===== src/rtl/cfgreg_pkg.sv =====
package cfgreg_pkg;
  localparam int CFG_DW = 8;

  // register numbers, fully decoded
  localparam logic [7:0] IDX_CTL   = 8'h02;
  localparam logic [7:0] IDX_PSEL  = 8'h03;
  localparam logic [7:0] IDX_LDN   = 8'h07;

  // storage masks and soft/hard reset values
  localparam logic [7:0] PSEL_MASK = 8'h83;
  localparam logic [7:0] PSEL_INIT = 8'h03;
  localparam logic [7:0] LDN_INIT  = 8'h00;

  typedef struct packed {
    logic ctl;
    logic psel;
    logic ldn;
  } wsel_t;

  function automatic logic [7:0] port_addr_of(input logic [1:0] code);
    case (code)
      2'b11:   port_addr_of = 8'hEA;
      2'b10:   port_addr_of = 8'hE4;
      2'b01:   port_addr_of = 8'hE2;
      default: port_addr_of = 8'hE0;
    endcase
  endfunction
endpackage


===== src/rtl/cfgreg_index_latch.sv =====
module cfgreg_index_latch #(
  parameter int DW = 8
) (
  input  logic          clk,
  input  logic          rst_n,
  input  logic          idx_we,
  input  logic [DW-1:0] idx_wdata,
  output logic [DW-1:0] idx_q
);
  always_ff @(posedge clk or negedge rst_n) begin
    if (!rst_n)      idx_q <= '0;
    else if (idx_we) idx_q <= idx_wdata;
  end
endmodule


===== src/rtl/cfgreg_decode.sv =====
module cfgreg_decode
  import cfgreg_pkg::*;
#(
  parameter int DW = 8
) (
  input  logic          clk,
  input  logic          rst_n,
  input  logic          cfg_mode,
  input  logic          dat_we,
  input  logic [DW-1:0] idx_q,
  input  logic [DW-1:0] psel_q,
  input  logic [DW-1:0] ldn_q,
  output wsel_t         wsel,
  output logic [DW-1:0] rdata
);
  logic hit_ctl, hit_psel, hit_ldn;

  always_comb begin
    hit_ctl  = (idx_q == DW'(IDX_CTL));
    hit_psel = (idx_q == DW'(IDX_PSEL));
    hit_ldn  = (idx_q == DW'(IDX_LDN));
  end

  always_comb begin
    wsel.ctl  = cfg_mode && dat_we && hit_ctl;
    wsel.psel = cfg_mode && dat_we && hit_psel;
    wsel.ldn  = cfg_mode && dat_we && hit_ldn;
  end

  always_comb begin
    rdata = '0;
    if (cfg_mode) begin
      if (hit_psel)     rdata = psel_q;
      else if (hit_ldn) rdata = ldn_q;
    end
  end

  AST_WSEL_ONEHOT: assert property (@(posedge clk) disable iff (!rst_n)
    $onehot0(wsel));
  AST_CTL_READS_ZERO: assert property (@(posedge clk) disable iff (!rst_n)
    (idx_q == DW'(IDX_CTL)) |-> (rdata == '0));
  AST_OUT_OF_CFG_READ_ZERO: assert property (@(posedge clk) disable iff (!rst_n)
    !cfg_mode |-> (rdata == '0));
  AST_PSEL_RSVD_ZERO: assert property (@(posedge clk) disable iff (!rst_n)
    (cfg_mode && idx_q == DW'(IDX_PSEL)) |-> (rdata[6:2] == 5'd0));
endmodule


===== src/rtl/cfgreg_store.sv =====
module cfgreg_store
  import cfgreg_pkg::*;
#(
  parameter int DW = 8
) (
  input  logic          clk,
  input  logic          rst_n,
  input  wsel_t         wsel,
  input  logic [DW-1:0] wdata,
  output logic          soft_now,
  output logic [DW-1:0] psel_q,
  output logic [DW-1:0] ldn_q
);
  localparam logic [DW-1:0] PMASK = DW'(PSEL_MASK);

  always_comb soft_now = wsel.ctl && wdata[0];

  always_ff @(posedge clk or negedge rst_n) begin
    if (!rst_n)         psel_q <= DW'(PSEL_INIT);
    else if (soft_now)  psel_q <= DW'(PSEL_INIT);
    else if (wsel.psel) psel_q <= wdata & PMASK;
  end

  always_ff @(posedge clk or negedge rst_n) begin
    if (!rst_n)        ldn_q <= DW'(LDN_INIT);
    else if (soft_now) ldn_q <= DW'(LDN_INIT);
    else if (wsel.ldn) ldn_q <= wdata;
  end

  AST_LDN_HOLD: assert property (@(posedge clk) disable iff (!rst_n)
    (!wsel.ldn && !soft_now) |=> $stable(ldn_q));
  AST_SOFT_RESTORES_PSEL: assert property (@(posedge clk) disable iff (!rst_n)
    soft_now |=> (psel_q == DW'(PSEL_INIT)));
endmodule


===== src/rtl/cfgreg_softrst.sv =====
module cfgreg_softrst (
  input  logic clk,
  input  logic rst_n,
  input  logic fire,
  output logic pulse_q
);
  always_ff @(posedge clk or negedge rst_n) begin
    if (!rst_n) pulse_q <= 1'b0;
    else        pulse_q <= fire;
  end
endmodule


===== src/rtl/cfg_global_regs.sv =====
module cfg_global_regs
  import cfgreg_pkg::*;
#(
  parameter int DW = CFG_DW
) (
  input  logic          clk,
  input  logic          rst_n,
  input  logic          cfg_mode,
  input  logic          idx_we,
  input  logic [DW-1:0] idx_wdata,
  input  logic          dat_we,
  input  logic [DW-1:0] dat_wdata,
  output logic [DW-1:0] dat_rdata,
  output logic          soft_rst_pulse,
  output logic [7:0]    gp_port_addr,
  output logic          wdt_smi_run_en,
  output logic [DW-1:0] ldn
);
  logic [DW-1:0] idx_q, psel_q, ldn_q;
  wsel_t         wsel;
  logic          soft_now;

  cfgreg_index_latch #(.DW(DW)) u_idx (
    .clk(clk), .rst_n(rst_n), .idx_we(idx_we), .idx_wdata(idx_wdata), .idx_q(idx_q));

  cfgreg_decode #(.DW(DW)) u_dec (
    .clk(clk), .rst_n(rst_n), .cfg_mode(cfg_mode), .dat_we(dat_we), .idx_q(idx_q),
    .psel_q(psel_q), .ldn_q(ldn_q), .wsel(wsel), .rdata(dat_rdata));

  cfgreg_store #(.DW(DW)) u_store (
    .clk(clk), .rst_n(rst_n), .wsel(wsel), .wdata(dat_wdata),
    .soft_now(soft_now), .psel_q(psel_q), .ldn_q(ldn_q));

  cfgreg_softrst u_soft (
    .clk(clk), .rst_n(rst_n), .fire(soft_now), .pulse_q(soft_rst_pulse));

  always_comb begin
    gp_port_addr   = port_addr_of(psel_q[1:0]);
    wdt_smi_run_en = psel_q[7];
    ldn            = ldn_q;
  end

  AST_GP_ADDR_LEGAL: assert property (@(posedge clk) disable iff (!rst_n)
    gp_port_addr inside {8'hE0, 8'hE2, 8'hE4, 8'hEA});
  AST_PULSE_STATE: assert property (@(posedge clk) disable iff (!rst_n)
    soft_rst_pulse |-> (ldn == '0 && gp_port_addr == 8'hEA && !wdt_smi_run_en));
  AST_NO_WRITE_OUTSIDE_CFG: assert property (@(posedge clk) disable iff (!rst_n)
    !cfg_mode |=> ($stable(ldn) && $stable(gp_port_addr) && $stable(wdt_smi_run_en)));
endmodule


===== config.mk =====
export PLATFORM = sky130hd
export DESIGN_NAME = cfg_global_regs
export DESIGN_NICKNAME = d
export VERILOG_FILES = /design/src/rtl/cfgreg_pkg.sv /design/src/rtl/cfgreg_index_latch.sv /design/src/rtl/cfgreg_decode.sv /design/src/rtl/cfgreg_store.sv /design/src/rtl/cfgreg_softrst.sv /design/src/rtl/cfg_global_regs.sv
export SDC_FILE = /design/constraint.sdc
export NUM_CORES = 1
export LEC_CHECK = 0
export ABC_AREA = 1
export BUFFER_PORTS_ARGS = -buffer_cell sky130_fd_sc_hd__buf_2
export CAP_MARGIN = 10
export CORE_ASPECT_RATIO = 1.2
export CORE_MARGIN = 2
export CORE_UTILIZATION = 53
export CTS_BUF_LIST = sky130_fd_sc_hd__clkbuf_4
export DETAILED_ROUTE_END_ITERATION = 8
export GPL_TIMING_DRIVEN = 0
export PLACE_DENSITY = 0.95
export SLEW_MARGIN = 20
export SYNTH_ARGS = -nofsm -noshare
export SYNTH_HDL_FRONTEND = slang
export SYNTH_SLANG_ARGS = --single-unit

===== constraint.sdc =====
create_clock -name clk -period 3.3 [get_ports clk]
set_clock_uncertainty 0.05 [all_clocks]
set_input_delay 0.33 -clock clk [delete_from_list [all_inputs] [get_ports clk]]
set_output_delay 0.33 -clock clk [all_outputs]
set_load 0.01 [all_outputs]

After elaboration in Yosys (flattened, before gate mapping)
Index checks and enable logic that the tools add are counted.
Storage, ports and cells
  register bits after elaboration: 25
  input bits: 21
  output and inout port bits: 26
  logic and storage cells: 25
Operators by class
  equal/unequal tests: 6
  multiplexer cells: 8
  reduce and logical (&&, ||, !) cells: 7
Operator list (number)
  2-to-1 mux 8 bit: 7
  equality test 8 x 2 -> 1 bit, second input constant: 2
  one-hot mux 4 bit (3 select lines): 1
  equality test 8 x 3 -> 1 bit, second input constant: 1
  logical AND 1 bit: 5
  equality test 2 bit, second input constant: 2
  nonzero test 2 bit: 2
  equality test 2 x 1 -> 1 bit, second input constant: 1

Logic depth before layout (Yosys ltp)
Gate-level depths: netlist of the first run.
  depth in word-level cells: 4
  gate-level depth with buffers: 8
  mapped depth without buffers: 8

Hierarchy
A second synthesis of the first run with hierarchy kept.
Unflattened totals
  cells, all modules: 161
  area, all modules: 1223.7 um^2
Modules (own cells, without submodules)
  cfgreg_store: instances 1, cells an instance 57, area each 530.5 um^2, sequential area each 277.8 um^2
  cfgreg_index_latch: instances 1, cells an instance 34, area each 305.3 um^2, sequential area each 200.2 um^2
  cfgreg_decode: instances 1, cells an instance 57, area each 299.0 um^2, sequential area each 0.0 um^2
  cfg_global_regs: instances 1, cells an instance 12, area each 63.8 um^2, sequential area each 0.0 um^2
  cfgreg_softrst: instances 1, cells an instance 1, area each 25.0 um^2, sequential area each 25.0 um^2

Worst setup path after synthesis of the first run
No wires, ideal clock.
  kind: register to output
  start: reg u_idx.idx_q[6]
  end: out dat_rdata[0]
  arrival time: 1096 ps
  data required time: 2920 ps
  setup slack: 1824 ps
  stages on the path, launching flop included: 6
  path buffers: 0
  path through: dfrtp_1 nor2_1 nand2_2 nor2_8 nand3_2 o22ai_1
Between the ends
  longest elaborated chain between the ends: 4
  elaborated cells on any way between the ends: 5
  those cells by class: eq/ne: 2; mux: 3
RTL lines
  start: declaration: RTL line cfgreg_index_latch.sv:8  | output logic [DW-1:0] idx_q
  start signal: assignment: RTL line cfgreg_index_latch.sv:12  | else if (idx_we) idx_q <= idx_wdata;
  equality test 8 x 3 -> 1 bit: RTL line cfgreg_decode.sv:21  | hit_ldn = (idx_q == DW'(IDX_LDN));
  2-to-1 mux 8 bit: RTL line cfgreg_decode.sv:34  | else if (hit_ldn) rdata = ldn_q;
  2-to-1 mux 8 bit *: RTL line cfgreg_decode.sv:33  | if (hit_psel) rdata = psel_q;
  2-to-1 mux 8 bit *: RTL line cfgreg_decode.sv:32  | if (cfg_mode) begin
  end: declaration: RTL line cfg_global_regs.sv:13  | output logic [DW-1:0] dat_rdata,
Every way passes the cells marked *; elsewhere a longest branch is shown, timed or not.

Worst setup path after layout of the first run
  start: reg u_idx.idx_q[6]
  end: out dat_rdata[7]
Same word-level chain as after synthesis.

==> run summary, run 1 <==
Final wirelength -> 2180 um
Core ar. -> 2030 sq um
Clock Sinks -> 20
GRT Total Usage -> 18.8%
Final worst-path cycle share -> 60.6%
Site row count -> 18
Via Count -> 979
Grt total ovfl -> 0
Hold Crit Class -> in -> reg
HPWL after DPL -> 1750 um
LEAKAGE -> 0.806 nW
Register area share after synthesis -> 45.2%
Setup Fix Bufs, Post-CTS -> 0
Fin crit period -> 2.00 ns
Final Net Count -> 203
Layout cells sized above 1 -> 41.4%
RSZ-0062 raised after global routing -> no
Worst-path clk slew -> 0.12 ns
GRT met3 Usage -> 3.63%
Met1 Track Usage GR -> 23.3%
TritonCTS Buffers -> 3
Status -> finished, final reports clean
Setup crit end kind -> primary output
FF-to-FF Start -> u_idx.idx_q[6]
Antenna diode count -> 0
TNS Setup -> 0 ns
CTS tree -> done
Most frequent cells in the layout -> buf_2, nand2_1, dfrtp_1
Busiest grt layer -> met2
Die H -> 54.2 um
Synth top area share -> 40.4%
Pre-antenna DRT Iters -> 4
PnR worst setup slack -> 1.30 ns
CP required -> 2.92 ns
Max-cap violations -> 0
Root Driver -> clkbuf_4
Post-CTS Resized -> 0
H-tree levels -> 1
Global-route wire length before repair -> 3300 um
DIE WIDTH -> 45.8 um
Area Growth Syn to Fin -> 27.3%
Cts hold-fix bufs -> 1
Largest net degree at the start of global routing -> 21
Clk buf depth -> 2
Yosys cell types -> 27
Pre-CTS setup slack -> 1.65 ns
Final Power -> 561 uW
Fin. max-slew vios -> 0
Placed insts -> 196
Yosys warns -> 0
Starting Density -> 54.9%
Reg2Reg Depth -> 7
Gpl congestion -> 0.801
Crit path depth -> 6
Via/cell ratio -> 4.87
Crit-path max cell delay -> 0.40 ns
Mean Syn Cell Area -> 8.44 sq um
IO Count -> 47
CP cell instances -> nor2_1 -> nand2_2 -> nor2_8 -> nand3_2 -> o22ai_1 -> buf_2
Crit-path slowest cell -> dfrtp_1
Initial antenna violation count -> 0
WL per Instance -> 10.9 um
Fin cells -> 201
CP Class -> reg -> out
#FFs+latches synth -> 20
Peak Freq -> 0.500 GHz
DRC viols -> 0
Met2 Usage GRT -> 30.3%
Largest fanout on the critical path -> 8
Worst IR Drop VDD -> 355 uV
Synth area leaders -> dfrtp_1, nand2_1, nand3_1, dfstp_2, mux2_2
Setup crit start kind -> register
Final hold violations -> 0
Hold Path Origin -> dat_wdata[6]
Mapped Area -> 1110 sq um
DR iter-0 viols -> 16
PwrDens -> 396 nW/um^2
Most area-hungry cell type in the Yosys netlist -> dfrtp_1
Crit path arrival time -> 1.62 ns
Vias in the first global route -> 781
Hold Path Depth -> 3
Synthesized instance count -> 132
I/O Buffers -> 41
Critical Path Source -> u_idx.idx_q[6]
Buf/Inv on CP -> 1
Antenna-violating nets left -> 0
Die area -> 2490 sq um
Commonest non-fill, non-tap cell in the layout -> buf_2
CP delay by family, top -> simple AND/OR/NAND/NOR gates
# setup viols final -> 0
Worst-Skew Late Latency -> 0.32 ns
-- state kept, by name, indices dropped and copies added, names as in the netlist --
name	count
u_idx.idx_q	8
u_soft.pulse_q	1
u_store.ldn_q	8
u_store.psel_q	3
-- synth_stat cells, drive strengths merged --
cell type / count
mux2: 4
clkinv: 2
buf: 7
o21ai: 4
conb: 2
inv: 12
clkbuf: 1
nor3: 1
nand2: 40
nand3b: 1
nand3: 18
nor2: 15
o22ai: 3
nand4: 2
dfstp: 2
dfrtp: 18
-- cell families (layout without fill, tap and decap cells) --
kind of cell    after synthesis  in the layout  share of synthesized area (%)
mux                           4              4                           4.04
other cells                   2              5                          0.674
flops                        20             20                           45.2
simple gates                 77             77                           36.0
compound gates                7              7                           3.48
buf+inv                      22             68                           10.7
-- through the flow --
step	hold WS [ns]	utilization [%]	cell area, sq um
3_3_place_gp	0.235	66.9	1360
5_1_grt	0.143	69.9	1420
4_1_cts	0.151	69.9	1420
2_1_floorplan	-0.0156	-	1120
6_report	0.153	69.9	1420
3_5_place_dp	0.246	66.9	1360
-- tightest hold or removal path, cell delays in order --
cell and delay, ns:
buf_2 0.07, nand2_1 0.04, nand2_1 0.05
-- final timing paths --
path	endpoint	slack [ns]
worst max-delay path	dat_rdata[7]	1.30
worst min-delay path	u_store.ldn_q[6]	0.15
worst max register to register	u_store.ldn_q[0]	2.00
worst min register to register	u_store.psel_q[0]	0.47
max in group asynchronous	u_store.psel_q[0]	2.45
min in group asynchronous	u_store.ldn_q[2]	0.40
-- final cells by class --
type | count | area, sq um
multi-input combinational | 93 | 503
fill | 166 | 609
buffer | 8 | 57.6
clock inverter | 1 | 30.0
timing repair buffer | 42 | 215
tap | 20 | 25.0
inverter | 14 | 61.3
clock buffer | 3 | 22.5
sequential | 20 | 503
-- metal layers --
layer / share of wire, % / vias to the layer above
li1: - / 511
met1: 43 / 435
met2: 50 / 28
met3: 4.4 / 5
met4: 2.0 / 0
met5: 0 / -
-- where the power goes --
part	switching, mW	leakage, nW	internal, mW
Combinational	0.0450	0.524	0.0352
Clock	0.0807	0.0279	0.123
Sequential	0.0141	0.255	0.263
Note: power is estimated with default switching activity, not from simulation.
==> inputs of run 2 (changes only) <==
--- a/config.mk
+++ b/config.mk
@@ -10,11 +10,11 @@
 export CAP_MARGIN = 10
 export CORE_ASPECT_RATIO = 1.2
 export CORE_MARGIN = 2
-export CORE_UTILIZATION = 53
+export CORE_UTILIZATION = 49
 export CTS_BUF_LIST = sky130_fd_sc_hd__clkbuf_4
 export DETAILED_ROUTE_END_ITERATION = 8
 export GPL_TIMING_DRIVEN = 0
-export PLACE_DENSITY = 0.95
+export PLACE_DENSITY = 0.93
 export SLEW_MARGIN = 20
 export SYNTH_ARGS = -nofsm -noshare
 export SYNTH_HDL_FRONTEND = slang
==> constraint.sdc (replaced) <==
create_clock -name clk -period 2.1 [get_ports clk]
set_clock_uncertainty 0.05 [all_clocks]
set_input_delay 0.21 -clock clk [delete_from_list [all_inputs] [get_ports clk]]
set_output_delay 0.21 -clock clk [all_outputs]
set_load 0.01 [all_outputs]
==> run 2 against run 1 <==
Compared with the run above:
- register-to-register slack worse by 1.2 ns
- sequential cell count unchanged
- sequential power up 57%
- core utilization down 2.9 points
- non-clock buffer count unchanged
- critical path depth unchanged
- largest power group unchanged
- die area up 7.5%
- sequential share of layout area up 0.35 points
- largest cell class unchanged
- highest routed layer unchanged
==> run summary, run 2 (synthesis gave the netlist of run 1 again) <==
Final hold violations -> 0 (unchanged)
Placed insts -> 206 (+5.1%)
Fin cells -> 211 (+5.0%)
Final wirelength -> 2300 um (+5.1%)
Worst reg2reg endpoint -> u_store.ldn_q[3]
Status -> finished, final reports clean
Via Count -> 1013 (+3.5%)
Via/cell ratio -> 4.80 (-1.4%)
R2R Setup Slk -> 0.79 ns (-1.21 ns)
Core ar. -> 2090 sq um (+3.3%)
Top Layer Used -> met4
LEAKAGE -> 0.794 nW (-1.6%)
RSZ-0062 raised after global routing -> no
PnR worst setup slack -> 0.221 ns (-1.08 ns)
HPWL after DPL -> 1910 um (+9.0%)
Commonest non-fill, non-tap cell in the layout -> buf_2
Setup Fix Bufs, Post-CTS -> 0 (unchanged)
Final Net Count -> 203 (unchanged)
Die H -> 56.2 um (+3.7%)
Hold Path Depth -> 3 (unchanged)
WL per Instance -> 10.9 um (+0.15%)
TritonCTS Buffers -> 3 (unchanged)
Hold Crit Class -> in -> reg
TNS Setup -> 0 ns (unchanged)
Vias in the first global route -> 963 (+23%)
Reg2Reg Depth -> 7 (unchanged)
Starting Density -> 53.2% (-1.8 points)
Max-cap violations -> 0 (unchanged)
I/O Buffers -> 41 (unchanged)
Layout cells sized above 1 -> 40.9% (-0.55 points)
Setup crit start kind -> register
Worst-path clk slew -> 0.10 ns (-0.02 ns)
Area Growth Syn to Fin -> 26.1%
Clk buf depth -> 2 (unchanged)
Peak Freq -> 0.532 GHz
Leading registers by flop count -> u_idx.idx_q x8, u_store.ldn_q x8, u_store.psel_q x3
Post-CTS Resized -> 0 (unchanged)
DIE WIDTH -> 47.5 um (+3.7%)
H-tree levels -> 1 (unchanged)
Hold Path Sink -> u_store.ldn_q[6]
Die area -> 2670 sq um (+7.5%)
Pre-CTS setup slack -> 0.562 ns (-1.09 ns)
# setup viols final -> 0 (unchanged)
Hold Path Origin -> dat_wdata[6]
Clock Sinks -> 20 (unchanged)
Initial antenna violation count -> 0 (unchanged)
Fillers -> 176 (+6.0%)
CP Class -> reg -> out
Crit path arrival time -> 1.62 ns (about the same)
Worst-Skew Late Latency -> 0.30 ns (-0.02 ns)
Worst IR Drop VDD -> 421 uV (+19%)
DRC viols -> 0 (unchanged)
Antenna diode count -> 0 (unchanged)
FF-to-FF Start -> u_idx.idx_q[4]
Pre-antenna DRT Iters -> 4 (unchanged)
Setup crit end kind -> primary output
Met2 routed WL -> 1270 um (+15%)
Antenna-violating nets left -> 0 (unchanged)
Fin crit period -> 1.88 ns
Cts hold-fix bufs -> 1 (unchanged)
CTS tree -> done
Final Power -> 740 uW (+32%)
Final worst-path cycle share -> 89.5%
Site row count -> 18 (unchanged)
IO Count -> 47 (unchanged)
Root Driver -> clkbuf_4
DR iter-0 viols -> 30 (+14)
PwrDens -> 527 nW/um^2 (+33%)
Gpl congestion -> 0.787 (-1.7%)
GRT Total Usage -> 19.7% (+0.98 points)
Grt total ovfl -> 0 (unchanged)
Met3 wirelength from detailed routing -> 119 um (+25%)
Largest fanout on the critical path -> 8 (unchanged)
Global-route wire length before repair -> 3840 um (+16%)
Routed met1 length -> 871 um (-7.7%)
Largest net degree at the start of global routing -> 21 (unchanged)
Most frequent cells in the layout -> buf_2, nand2_1, dfrtp_1
CP required -> 1.84 ns (-1.08 ns)
Fin. max-slew vios -> 0 (unchanged)
[run 2: changes by cell type in the layout (fill, tap and decap cells not counted)]
cell       previous run  this run
bufinv_16             1         0
clkinv_1              0         1
[run 2: worst max path at each step]
stage / slack [ns] / startpoint / cells after the start / end
floorplan: 0.74 / u_idx.idx_q[6] / 5 / dat_rdata[0]
global placement: 0.61 / u_idx.idx_q[6] / 6 / dat_rdata[0]
CTS: 0.22 / u_idx.idx_q[4] / 6 / dat_rdata[1]
global route: 0.12 / u_idx.idx_q[4] / 6 / dat_rdata[1]
finish: 0.22 / u_idx.idx_q[4] / 6 / dat_rdata[1]
detailed placement: 0.56 / u_idx.idx_q[6] / 6 / dat_rdata[1]
[run 2: critical path: stages, from the launching register on]
cell     delay [ns]
dfrtp_1        0.40
nor2_1         0.13
nand2_2        0.13
nor2_8         0.15
nand3_2        0.18
o22ai_1        0.17
buf_2          0.16
[run 2: final cells by class]
type / count / area (sq um) / area share, %
Buffer: 8 / 57.6 / 4.10
Clock buffer: 3 / 22.5 / 1.60
Sequential cell: 20 / 503 / 35.8
Tap cell: 30 / 37.5 / 2.67
Multi-Input combinational cell: 93 / 503 / 35.8
Timing Repair Buffer: 42 / 215 / 15.3
Inverter: 14 / 61.3 / 4.37
Clock inverter: 1 / 3.75 / 0.267
[run 2: power by group]
part / internal [mW] / switching (mW) / total (mW)
logic: 0.0553 / 0.0722 / 0.127
clock network: 0.0693 / 0.109 / 0.178
registers: 0.413 / 0.0217 / 0.435
[run 2: routing by layer]
metal / up-vias / global-route usage (%)
li1: 510 / -
met1: 466 / 21.7
met2: 33 / 35.5
met3: 4 / 1.95
met4: 0 / 8.33
met5: - / 0
[run 2: metrics by stage]
stage | cell area [sq um] | util, % | hold slack (ns)
2_1_floorplan | 1120 | - | -0.136
6_report | 1400 | 67.0 | 0.0603
3_5_place_dp | 1370 | 65.3 | 0.121
3_3_place_gp | 1370 | 65.3 | 0.115
5_1_grt | 1400 | 67.0 | 0.0543
4_1_cts | 1400 | 67.0 | 0.0491
==> inputs of run 3 (changes only) <==
--- a/config.mk
+++ b/config.mk
@@ -6,15 +6,15 @@
 export NUM_CORES = 1
 export LEC_CHECK = 0
 export ABC_AREA = 1
-export BUFFER_PORTS_ARGS = -buffer_cell sky130_fd_sc_hd__buf_2
 export CAP_MARGIN = 10
 export CORE_ASPECT_RATIO = 1.2
 export CORE_MARGIN = 2
-export CORE_UTILIZATION = 49
-export CTS_BUF_LIST = sky130_fd_sc_hd__clkbuf_4
+export CORE_UTILIZATION = 60
+export CTS_BUF_LIST = sky130_fd_sc_hd__clkbuf_4 sky130_fd_sc_hd__clkbuf_8
 export DETAILED_ROUTE_END_ITERATION = 8
+export DONT_BUFFER_PORTS = 1
 export GPL_TIMING_DRIVEN = 0
-export PLACE_DENSITY = 0.93
+export PLACE_DENSITY = 0.87
 export SLEW_MARGIN = 20
 export SYNTH_ARGS = -nofsm -noshare
 export SYNTH_HDL_FRONTEND = slang
==> run 3 against run 2 <==
Compared with the run above:
- register-to-register slack got worse by 0.04 ns
- clock-buffer cell count unchanged
- global-route usage increased by 2.4 points
- total power increased by 16%
- sequential cell count unchanged
- worst hold slack got worse by 0.056 ns
- critical endpoint unchanged
- largest power group unchanged
==> run summary, run 3 (synthesis gave the netlist of run 1 again) <==
Starting Density -> 62.3% (+9.2 points)
Antenna diode count -> 0 (unchanged)
Largest fanout on the critical path -> 8 (unchanged)
HPWL after DPL -> 1660 um (-13%)
RSZ-0062 raised after global routing -> no
Antenna-violating nets left -> 0 (unchanged)
DR iter-0 viols -> 15 (-50%)
Die area -> 2220 sq um (-17%)
TNS Setup -> 0 ns (unchanged)
Commonest non-fill, non-tap cell in the layout -> nand2_1
Die H -> 51.2 um (-8.9%)
Most frequent cells in the layout -> nand2_1, dfrtp_1, nand3_1, dlygate4sd3_1
# setup viols final -> 0 (unchanged)
Via/cell ratio -> 5.47 (+14%)
Global-route wire length before repair -> 3690 um (-3.8%)
Peak Freq -> 0.544 GHz (+2.2%)
CP required -> 1.84 ns (about the same)
GRT Total Usage -> 22.1% (+2.4 points)
Layout cells sized above 1 -> 22.4% (-19 points)
TritonCTS Buffers -> 3 (unchanged)
CP delay by family, top -> simple AND/OR/NAND/NOR gates
Crit path arrival time -> 1.58 ns (-0.04 ns)
Worst IR Drop VDD -> 472 uV (+12%)
Area Growth Syn to Fin -> 19.6%
Crit-path max cell delay -> 0.39 ns (about the same)
Least-Margin Pin Slew -> 0.907 ns
Final Net Count -> 174 (-14%)
IO Count -> 47 (unchanged)
Gpl congestion -> 0.804 (+2.1%)
Max-cap violations -> 0 (unchanged)
DIE WIDTH -> 43.3 um (-8.8%)
Status -> finished, final reports clean
Initial antenna violation count -> 0 (unchanged)
Grt total ovfl -> 0 (unchanged)
Fin crit period -> 1.84 ns (-0.0404 ns)
Setup Fix Bufs, Post-CTS -> 0 (unchanged)
Slew headroom -> 39.3%
Setup crit start kind -> register
P_int -> 656 uW (+22%)
Switching share of power -> 23.6% (-3.8 points)
Crit-path slowest cell -> dfrtp_1
Fillers -> 138 (-22%)
CTS tree -> done
Clock Sinks -> 20 (unchanged)
CP Class -> reg -> out
Setup crit end kind -> primary output
PwrDens -> 644 nW/um^2 (+22%)
CP cell instances -> nor2_1 -> nand2_2 -> nor2_8 -> nand3_2 -> o22ai_1
Logic pwr share -> 13.0% (-4.2 points)
Fin. max-slew vios -> 0 (unchanged)
Final hold violations -> 0 (unchanged)
Hold slack final -> 0.00470 ns (-0.0556 ns)
WL per Instance -> 13.4 um (+23%)
Clk buf depth -> 2 (unchanged)
Final worst-path cycle share -> 87.6% (-1.9 points)
Pre-antenna DRT Iters -> 4 (unchanged)
Seq pwr share -> 51.2% (-7.5 points)
Root Driver -> clkbuf_4
Vias in the first global route -> 892 (-7.4%)
Final wirelength -> 2280 um (-0.52%)
Site row count -> 17 (-1)
Hold Crit Class -> in -> reg
Via Count -> 935 (-7.7%)
Leading registers by flop count -> u_idx.idx_q x8, u_store.ldn_q x8, u_store.psel_q x3
LEAKAGE -> 0.661 nW (-17%)
Clock power frac -> 35.8% (+12 points)
Largest net degree at the start of global routing -> 21 (unchanged)
Worst-path clk slew -> 0.11 ns (about the same)
Core ar. -> 1790 sq um (-15%)
Buf/Inv on CP -> 0 (-1)
I/O Buffers -> 0 (-100%)
Multi-input gate area -> 503 sq um (unchanged)
Worst-Skew Late Latency -> 0.29 ns (about the same)
H-tree levels -> 1 (unchanged)
DRC viols -> 0 (unchanged)
Net switching power -> 202 uW (-0.27%)
Register Area -> 503 sq um (unchanged)
[run 3: area by class of cell]
cell class | instances | share of cell area [%]
Buffer | 8 | 4.32
Clock buffer | 3 | 1.69
Clock inverter | 1 | 2.26
Inverter | 14 | 4.61
Multi-Input combinational cell | 93 | 37.8
Sequential cell | 20 | 37.8
Tap cell | 19 | 1.79
Timing Repair Buffer | 13 | 9.77
[run 3: per-layer routing]
| metal | routed length, um | vias up | global-route usage (%) |
|---|---|---|---|
| met5 | 0 | - | 0 |
| met4 | 16 | 0 | 6.06 |
| met3 | 100 | 2 | 3.18 |
| met2 | 1290 | 34 | 44.5 |
| met1 | 880 | 445 | 22.8 |
| li1 | - | 454 | - |
[run 3: worst paths after layout]
path                              startpoint           endpoint  slack [ns]  cells past startpoint
setup / recovery              u_idx.idx_q[6]       dat_rdata[1]        0.26                      5
hold / removal                  dat_wdata[7]   u_store.ldn_q[7]       0.005                      2
setup reg to reg              u_idx.idx_q[6]   u_store.ldn_q[5]        0.75                      7
hold reg to reg            u_store.psel_q[1]  u_store.psel_q[1]        0.47                      2
max in group asynchronous              rst_n   u_store.ldn_q[5]        1.02                      1
min in group asynchronous              rst_n   u_store.ldn_q[7]        0.43                      1
[run 3: through the flow]
stage / setup WS [ns] / area [sq um] / total power [mW] / cells / util [%]
after CTS: 0.244 / 1330 / 0.862 / 171 / 74.5
after floorplan: 0.744 / 1120 / 0.516 / 135 / -
after detailed placement: 0.582 / 1150 / 0.531 / 154 / 64.3
after global placement: 0.633 / 1150 / 0.525 / 154 / 64.3
after global routing: 0.155 / 1330 / 0.892 / 171 / 74.5
final: 0.261 / 1330 / 0.858 / 171 / 74.5
[run 3: power groups by stage]
stage	registers, mW	logic [mW]	clock network (mW)
after detailed placement	0.448	0.0828	0
after global placement	0.446	0.0798	0
after floorplan	0.442	0.0741	0
after global routing	0.444	0.125	0.323
final	0.439	0.111	0.307
after CTS	0.440	0.111	0.311
[run 3: timing repair]
action                                  CTS  global route
endpoints found under the hold margin    34             0
hold buffers                             13             0
gates resized for setup                   0             0
endpoints found under the setup margin    0             0
